## src/rtl/mfdct8_pkg.sv

```systemverilog
package mfdct8_pkg;

  // Load strobes from the control to the three pipeline stages.
  typedef struct packed {
    logic ldFront;  // butterfly registers
    logic ldMid;    // product accumulators
    logic ldBack;   // formatted outputs
  } dctStrobe_t;

  // The weights are pre-scaled by 2**COEF_SHIFT.
  localparam int COEF_SHIFT = 8;

  // Depth of the pipeline, from the accepting edge to a visible result.
  localparam int PIPE_DEPTH = 3;

endpackage

```

## src/rtl/mfdct8_ctrl.sv

```systemverilog
module mfdct8_ctrl
  import mfdct8_pkg::*;
(
  input  logic       clk,
  input  logic       rstN,
  input  logic       inValid,
  input  logic       outReady,
  output logic       inReady,
  output logic       outValid,
  output dctStrobe_t strobe
);

  logic [PIPE_DEPTH-1:0] stageValid;
  logic                  advance;

  // The whole pipeline moves only when the output slot is free or being taken.
  assign advance  = !stageValid[PIPE_DEPTH-1] || outReady;
  assign inReady  = advance;
  assign outValid = stageValid[PIPE_DEPTH-1];

  always_ff @(posedge clk or negedge rstN) begin
    if (!rstN) begin
      stageValid <= '0;
    end else if (advance) begin
      stageValid <= {stageValid[PIPE_DEPTH-2:0], inValid};
    end
  end

  assign strobe.ldFront = advance && inValid;
  assign strobe.ldMid   = advance && stageValid[0];
  assign strobe.ldBack  = advance && stageValid[1];

endmodule

```

## src/rtl/mfdct8_datapath.sv

```systemverilog
module mfdct8_datapath
  import mfdct8_pkg::*;
#(
  parameter int IN_W      = 9,
  parameter int DC_W      = 9,
  parameter int MAG_W     = 8,
  parameter int OUT_SHIFT = 2
) (
  input  logic               clk,
  input  logic               rstN,
  input  dctStrobe_t         strobe,
  input  logic [8*IN_W-1:0]  inSamples,
  output logic [DC_W-1:0]    dcOut,
  output logic [7*MAG_W-1:0] acMagOut,
  output logic [6:0]         acSignOut
);

  localparam int N_PT  = 8;
  localparam int HALF  = N_PT / 2;
  localparam int ACC_W = IN_W + 12;
  localparam int EXT_W = ACC_W - IN_W;
  localparam int FRAC  = COEF_SHIFT + OUT_SHIFT;

  typedef logic signed [ACC_W-1:0] acc_t;

  localparam acc_t ROUND_BIAS = acc_t'(2 ** (FRAC - 1));
  localparam acc_t DC_LIM     = acc_t'(2 ** DC_W - 1);
  localparam acc_t MAG_LIM    = acc_t'(2 ** MAG_W - 1);

  // Codes for the shift-add weights.
  localparam int K251 = 0;
  localparam int K213 = 1;
  localparam int K142 = 2;
  localparam int K50  = 3;
  localparam int K181 = 4;
  localparam int K237 = 5;
  localparam int K98  = 6;

  // Odd rows (terms 1,3,5,7): which weight each difference takes, and its sign.
  localparam int ODD_SEL [HALF][HALF] = '{
    '{K251, K213, K142, K50 },
    '{K213, K50,  K251, K142},
    '{K142, K251, K50,  K213},
    '{K50,  K142, K213, K251}
  };
  localparam bit ODD_NEG [HALF][HALF] = '{
    '{1'b0, 1'b0, 1'b0, 1'b0},
    '{1'b0, 1'b1, 1'b1, 1'b1},
    '{1'b0, 1'b1, 1'b0, 1'b0},
    '{1'b0, 1'b1, 1'b0, 1'b1}
  };

  // Weights times 256, formed only from shifted adds and subtracts.
  function automatic acc_t scaleBy(input int sel, input acc_t x);
    case (sel)
      K251:    return (x <<< 8) - (x <<< 2) - x;
      K213:    return (x <<< 8) - (x <<< 5) - (x <<< 3) - (x <<< 2) + x;
      K142:    return (x <<< 8) - (x <<< 6) - (x <<< 5) - (x <<< 4) - (x <<< 1);
      K50:     return (x <<< 6) - (x <<< 3) - (x <<< 2) - (x <<< 1);
      K181:    return (x <<< 7) + (x <<< 5) + (x <<< 4) + (x <<< 2) + x;
      K237:    return (x <<< 8) - (x <<< 4) - (x <<< 1) - x;
      K98:     return (x <<< 6) + (x <<< 5) + (x <<< 1);
      default: return '0;
    endcase
  endfunction

  // ---------------- stage 1: mirrored butterflies ----------------
  acc_t xExt  [N_PT];
  acc_t sPair [HALF];
  acc_t dNext [HALF];
  acc_t eNext [HALF];
  acc_t eReg  [HALF];
  acc_t dReg  [HALF];

  generate
    for (genvar i = 0; i < N_PT; i++) begin : g_ext
      assign xExt[i] = {{EXT_W{inSamples[i*IN_W+IN_W-1]}}, inSamples[i*IN_W +: IN_W]};
    end
    for (genvar i = 0; i < HALF; i++) begin : g_fly
      assign sPair[i] = xExt[i] + xExt[N_PT-1-i];
      assign dNext[i] = xExt[i] - xExt[N_PT-1-i];
    end
  endgenerate

  assign eNext[0] = sPair[0] + sPair[3];
  assign eNext[1] = sPair[1] + sPair[2];
  assign eNext[2] = sPair[1] - sPair[2];
  assign eNext[3] = sPair[0] - sPair[3];

  always_ff @(posedge clk or negedge rstN) begin
    if (!rstN) begin
      for (int i = 0; i < HALF; i++) begin
        eReg[i] <= '0;
        dReg[i] <= '0;
      end
    end else if (strobe.ldFront) begin
      eReg <= eNext;
      dReg <= dNext;
    end
  end

  // ---------------- stage 2: weighted sums ----------------
  acc_t accNext [N_PT];
  acc_t accReg  [N_PT];

  always_comb begin
    accNext[0] = scaleBy(K181, eReg[0] + eReg[1]);
    accNext[4] = scaleBy(K181, eReg[0] - eReg[1]);
    accNext[2] = scaleBy(K237, eReg[3]) + scaleBy(K98, eReg[2]);
    accNext[6] = scaleBy(K98, eReg[3]) - scaleBy(K237, eReg[2]);
    for (int r = 0; r < HALF; r++) begin
      accNext[2*r+1] = '0;
      for (int n = 0; n < HALF; n++) begin
        if (ODD_NEG[r][n]) accNext[2*r+1] = accNext[2*r+1] - scaleBy(ODD_SEL[r][n], dReg[n]);
        else               accNext[2*r+1] = accNext[2*r+1] + scaleBy(ODD_SEL[r][n], dReg[n]);
      end
    end
  end

  always_ff @(posedge clk or negedge rstN) begin
    if (!rstN) begin
      for (int k = 0; k < N_PT; k++) accReg[k] <= '0;
    end else if (strobe.ldMid) begin
      accReg <= accNext;
    end
  end

  // ---------------- stage 3: round, clamp, sign-magnitude ----------------
  logic [DC_W-1:0]    dcNext;
  logic [7*MAG_W-1:0] magNext;
  logic [6:0]         signNext;

  generate
    for (genvar k = 0; k < N_PT; k++) begin : g_fmt
      acc_t rounded;
      assign rounded = (accReg[k] + ROUND_BIAS) >>> FRAC;
      if (k == 0) begin : g_dc
        always_comb begin
          if (rounded < 0)           dcNext = '0;
          else if (rounded > DC_LIM) dcNext = DC_LIM[DC_W-1:0];
          else                       dcNext = rounded[DC_W-1:0];
        end
      end else begin : g_ac
        acc_t             absVal;
        logic [MAG_W-1:0] magK;
        assign absVal = (rounded < 0) ? -rounded : rounded;
        assign magK   = (absVal > MAG_LIM) ? MAG_LIM[MAG_W-1:0] : absVal[MAG_W-1:0];
        assign magNext[(k-1)*MAG_W +: MAG_W] = magK;
        assign signNext[k-1] = rounded < 0;
      end
    end
  endgenerate

  always_ff @(posedge clk or negedge rstN) begin
    if (!rstN) begin
      dcOut     <= '0;
      acMagOut  <= '0;
      acSignOut <= '0;
    end else if (strobe.ldBack) begin
      dcOut     <= dcNext;
      acMagOut  <= magNext;
      acSignOut <= signNext;
    end
  end

endmodule

```

## src/rtl/mfdct8.sv

```systemverilog
module mfdct8
  import mfdct8_pkg::*;
#(
  parameter int IN_W      = 9,
  parameter int DC_W      = 9,
  parameter int MAG_W     = 8,
  parameter int OUT_SHIFT = 2
) (
  input  logic               clk,
  input  logic               rstN,
  input  logic               inValid,
  output logic               inReady,
  input  logic [8*IN_W-1:0]  inSamples,
  output logic               outValid,
  input  logic               outReady,
  output logic [DC_W-1:0]    outDc,
  output logic [7*MAG_W-1:0] outAcMag,
  output logic [6:0]         outAcSign
);

  dctStrobe_t strobe;

  mfdct8_ctrl u_ctrl (
    .clk      (clk),
    .rstN     (rstN),
    .inValid  (inValid),
    .outReady (outReady),
    .inReady  (inReady),
    .outValid (outValid),
    .strobe   (strobe)
  );

  mfdct8_datapath #(
    .IN_W      (IN_W),
    .DC_W      (DC_W),
    .MAG_W     (MAG_W),
    .OUT_SHIFT (OUT_SHIFT)
  ) u_dp (
    .clk       (clk),
    .rstN      (rstN),
    .strobe    (strobe),
    .inSamples (inSamples),
    .dcOut     (outDc),
    .acMagOut  (outAcMag),
    .acSignOut (outAcSign)
  );

endmodule

```

## config.mk

```make
export PLATFORM = sky130hd
export DESIGN_NAME = mfdct8
export DESIGN_NICKNAME = d
export VERILOG_FILES = /design/src/rtl/mfdct8_pkg.sv /design/src/rtl/mfdct8_ctrl.sv /design/src/rtl/mfdct8_datapath.sv /design/src/rtl/mfdct8.sv
export SDC_FILE = /design/constraint.sdc
export NUM_CORES = 2
export LEC_CHECK = 0
export ABC_AREA = 0
export BUFFER_PORTS_ARGS = -buffer_cell sky130_fd_sc_hd__buf_2
export CAP_MARGIN = 0
export CORE_ASPECT_RATIO = 0.8
export CORE_UTILIZATION = 40
export CTS_CLUSTER_SIZE = 40
export DETAILED_ROUTE_END_ITERATION = 16
export PLACE_DENSITY_LB_ADDON = 0.12
export SLEW_MARGIN = 0
export SYNTH_ARGS = -nofsm -noshare
export SYNTH_HDL_FRONTEND = slang
export SYNTH_SLANG_ARGS = --single-unit
export TNS_END_PERCENT = 20
```

## constraint.sdc

```tcl
create_clock -name clk -period 7.41 [get_ports clk]
set_clock_uncertainty 0.05 [all_clocks]
set_input_delay 0.741 -clock clk [delete_from_list [all_inputs] [get_ports clk]]
set_output_delay 0.741 -clock clk [all_outputs]
set_load 0.05 [all_outputs]
```

==> run_results.csv <==
group,metric,value,unit
clock_tree,cts_made_buffers,38,
detailed_routing,wl_per_cell,20.44,µm
place,port_buffers,149,
sta,hold_viol_final,0,
detailed_routing,vias,32900,
finish,fin_area,53370,µm²
setup_path,critPathSlowestCell,"dfrtp_1",
floorplanning,num_rows,114,
grt,grt_pass1_wl,216700,µm
grt,antenna_found_initial,3,
setup_path,crit_chain,"fa_1 > fa_1 > inv_1 > fa_1 > fa_1 > inv_1 > fa_1 > inv_1 > fa_1 > ha_1 > or3_1 > a221oi_1 > o21ai_1 > a311oi_2 > o21a_1 > nor3_1 > or4_1 > a31oi_1",
clock_tree,clk_latency,630,ps
setup_path,r2r_slack,250,ps
finish,post-route-util,0.4418,
clock_tree,cts-root-buf,"clkbuf_16",
setup_path,cpPeakStageDelay,780,ps
sta,postLayoutSetupSlackWorst,246.9,ps
yosys,synth_top_area_share,0.3826,
sta,setup_violations,0,
yosys,synthCells,4907,
yosys,ys_seq_area_frac,0.1504,
yosys,syn_area,48760,µm²
yosys,ys_seq_elements,293,
clock_tree,clk_path_buf_depth,3,
yosys,yosysTopAreaCell,"fa_1",
finish,antenna_cells,0,
run,cap_violations,0,
sta,maxSlewHeadroom,0.3406,
detailed_routing,first_pass_iters,7,
finish,fillers,11861,
run_status,status,"finished clean",
finish,drive_gt1_frac,0.07004,
yosys,yosys-top-cells-area,"fa_1 38%, dfrtp_1 15%, ha_1 12%",
setup_path,critical_path_required,7880,ps
sta,tns,0,ps
setup_path,cp.arrival,7630,ps
floorplanning,core-area,120800,µm²
finish,final_cell_mix,"1265 x inv_1, 932 x fa_1, 483 x ha_1",
clock_tree,cts.clk_slew.worst_paths,60,ps
sta,drv_slew,0,
grt,gr-total-overflow,0,
place,gp_congestion,0.9329,
sta,min_period,7163,ps
yosys,yosys_warnings,0,
yosys,synth.avg_cell_area,9.937,µm²
setup_path,critPathLaunch,"u_dp.dReg[25]",
clock_tree,cts_tree,"done",
floorplanning,start_util,0.4036,
grt,grt_max_degree,133,
yosys,ys.flop_type,"dfrtp_1",
clock_tree,cts_hold_buf,0,
setup_path,start_kind,"register",
floorplanning,dieArea,123300,µm²
clock_tree,ctsResizeCount,0,
sta,rsz0062_at_grt,"false",
place,detailed_place_hpwl,116700,µm
floorplanning,die_x,392.4,µm
setup_path,criticalPathCategory,"register to register",
place,pre_cts_slack,180.6,ps
grt,grt_pass1_vias,34970,
yosys,synth-edff-count,0,
finish,syn_to_final_growth,9.453,%
yosys,synth_nets,6398,
sta,post-route-period-util,0.9667,
yosys,async_flop_share,1.000,
detailed_routing,initialDrtViolationCount,2076,
finish,layout_commonest_cell,"inv_1",
yosys,synth_cell_types,80,
floorplanning,io_pins,150,
setup_path,crit_path_frequent_cell,"fa_1",
detailed_routing,ant_nets,0,
detailed_routing,wirelength,138200,µm
clock_tree,h-tree-depth,2,
floorplanning,die_y,314.3,µm
sta,clock.fmax,139.6,MHz
clock_tree,postCtsSetupRepairBufs,0,
sta,tightest_slew,982.0,ps
setup_path,timing.rr.start,"u_dp.dReg[25]",
finish,finalNetCount,6604,
clock_tree,cts.sinks,293,
grt,grt_usage,0.2345,
setup_path,path_max_fanout,8,
place,placed_area,52020,µm²
worst_hold_path,hold_path.class,"primary input to async pin",
setup_path,cp-end-kind,"register",
detailed_routing,route.detailed.drc,0,
detailed_routing,via_per_inst,4.864,
==> flip-flops by register name (all words and copies together) (netlist names) <==
name and cells:
u_dp.accReg 96, u_dp.acSignOut 7, u_dp.eReg 82, u_dp.dReg 40, u_dp.dcOut 9, u_ctrl.stageValid 3
u_dp.acMagOut 56
==> area by class of cell <==
type / instances / area [µm²] / area share
clock buffers: 52 / 1095 / 0.02051
repair buffers: 254 / 1569 / 0.02940
clock inverters: 15 / 249.0 / 0.004665
well taps: 1624 / 2032 / 0.03807
inverters: 1268 / 4763 / 0.08925
multi-input cells: 3258 / 36330 / 0.6806
flip-flops and latches: 293 / 7337 / 0.1375
==> routing by layer <==
metal,up-vias,part of all wire,global-route usage
li1,15485,-,-
met1,16540,0.52,0.3757
met2,783,0.39,0.3173
met3,90,0.078,0.06149
met4,2,0.013,0.03303
met5,-,0.000087,0
==> path summary, 6_finish.rpt <==
check                                    endpoint  cells after the start
worst min register to register  u_dp.acSignOut[2]                      2
worst max register to register    u_dp.accReg[62]                     18
worst min-delay path            u_dp.acMagOut[21]                      1
max in group asynchronous        u_dp.acMagOut[8]                      2
worst max-delay path              u_dp.accReg[62]                     18
min in group clk                u_dp.acSignOut[2]                      2
==> stage by stage <==
stage	hold slack [ps]	cells
3_5_place_dp	410.8	6697
5_1_grt	196.2	6764
3_3_place_gp	409.8	6697
6_report	141.8	6764
4_1_cts	140.1	6764
2_1_floorplan	395.4	4907
==> cell families after synthesis <==
logic type / count (synthesis) / synth area share
simple gates: 714 / 0.06823
buf+inv: 1356 / 0.1053
mux: 7 / 0.001642
xor+xnor: 384 / 0.07038
compound gates: 738 / 0.09756
fa+ha+maj: 1415 / 0.5066
flops: 293 / 0.1504
==> critical path: cells and delay by family, from the launching register on <==
kind / cells / cell delay [ps]
buffers and inverters: 3 / 160
AOI/OAI and AO/OA: 5 / 1870
DFF: 1 / 780
adders and majority gates: 7 / 3260
and+or+nand+nor: 3 / 960
==> Yosys cell counts (all sizes together), types with 19 or more instances <==
cell type	n
xor2	121
o21bai	57
o21ai	219
a21oi	169
o21a	38
nor2b	29
o22a	56
nand2	255
and3	41
xnor2	258
a21o	61
dfrtp	293
inv	1268
clkbuf	78
fa	932
ha	483
nor3	36
or3	19
nor2	159
nand2b	32
o31ai	32
nand3	80
Power is not shown: default switching activity piles up to over one toggle a cycle in this logic, so the estimate is an artifact.
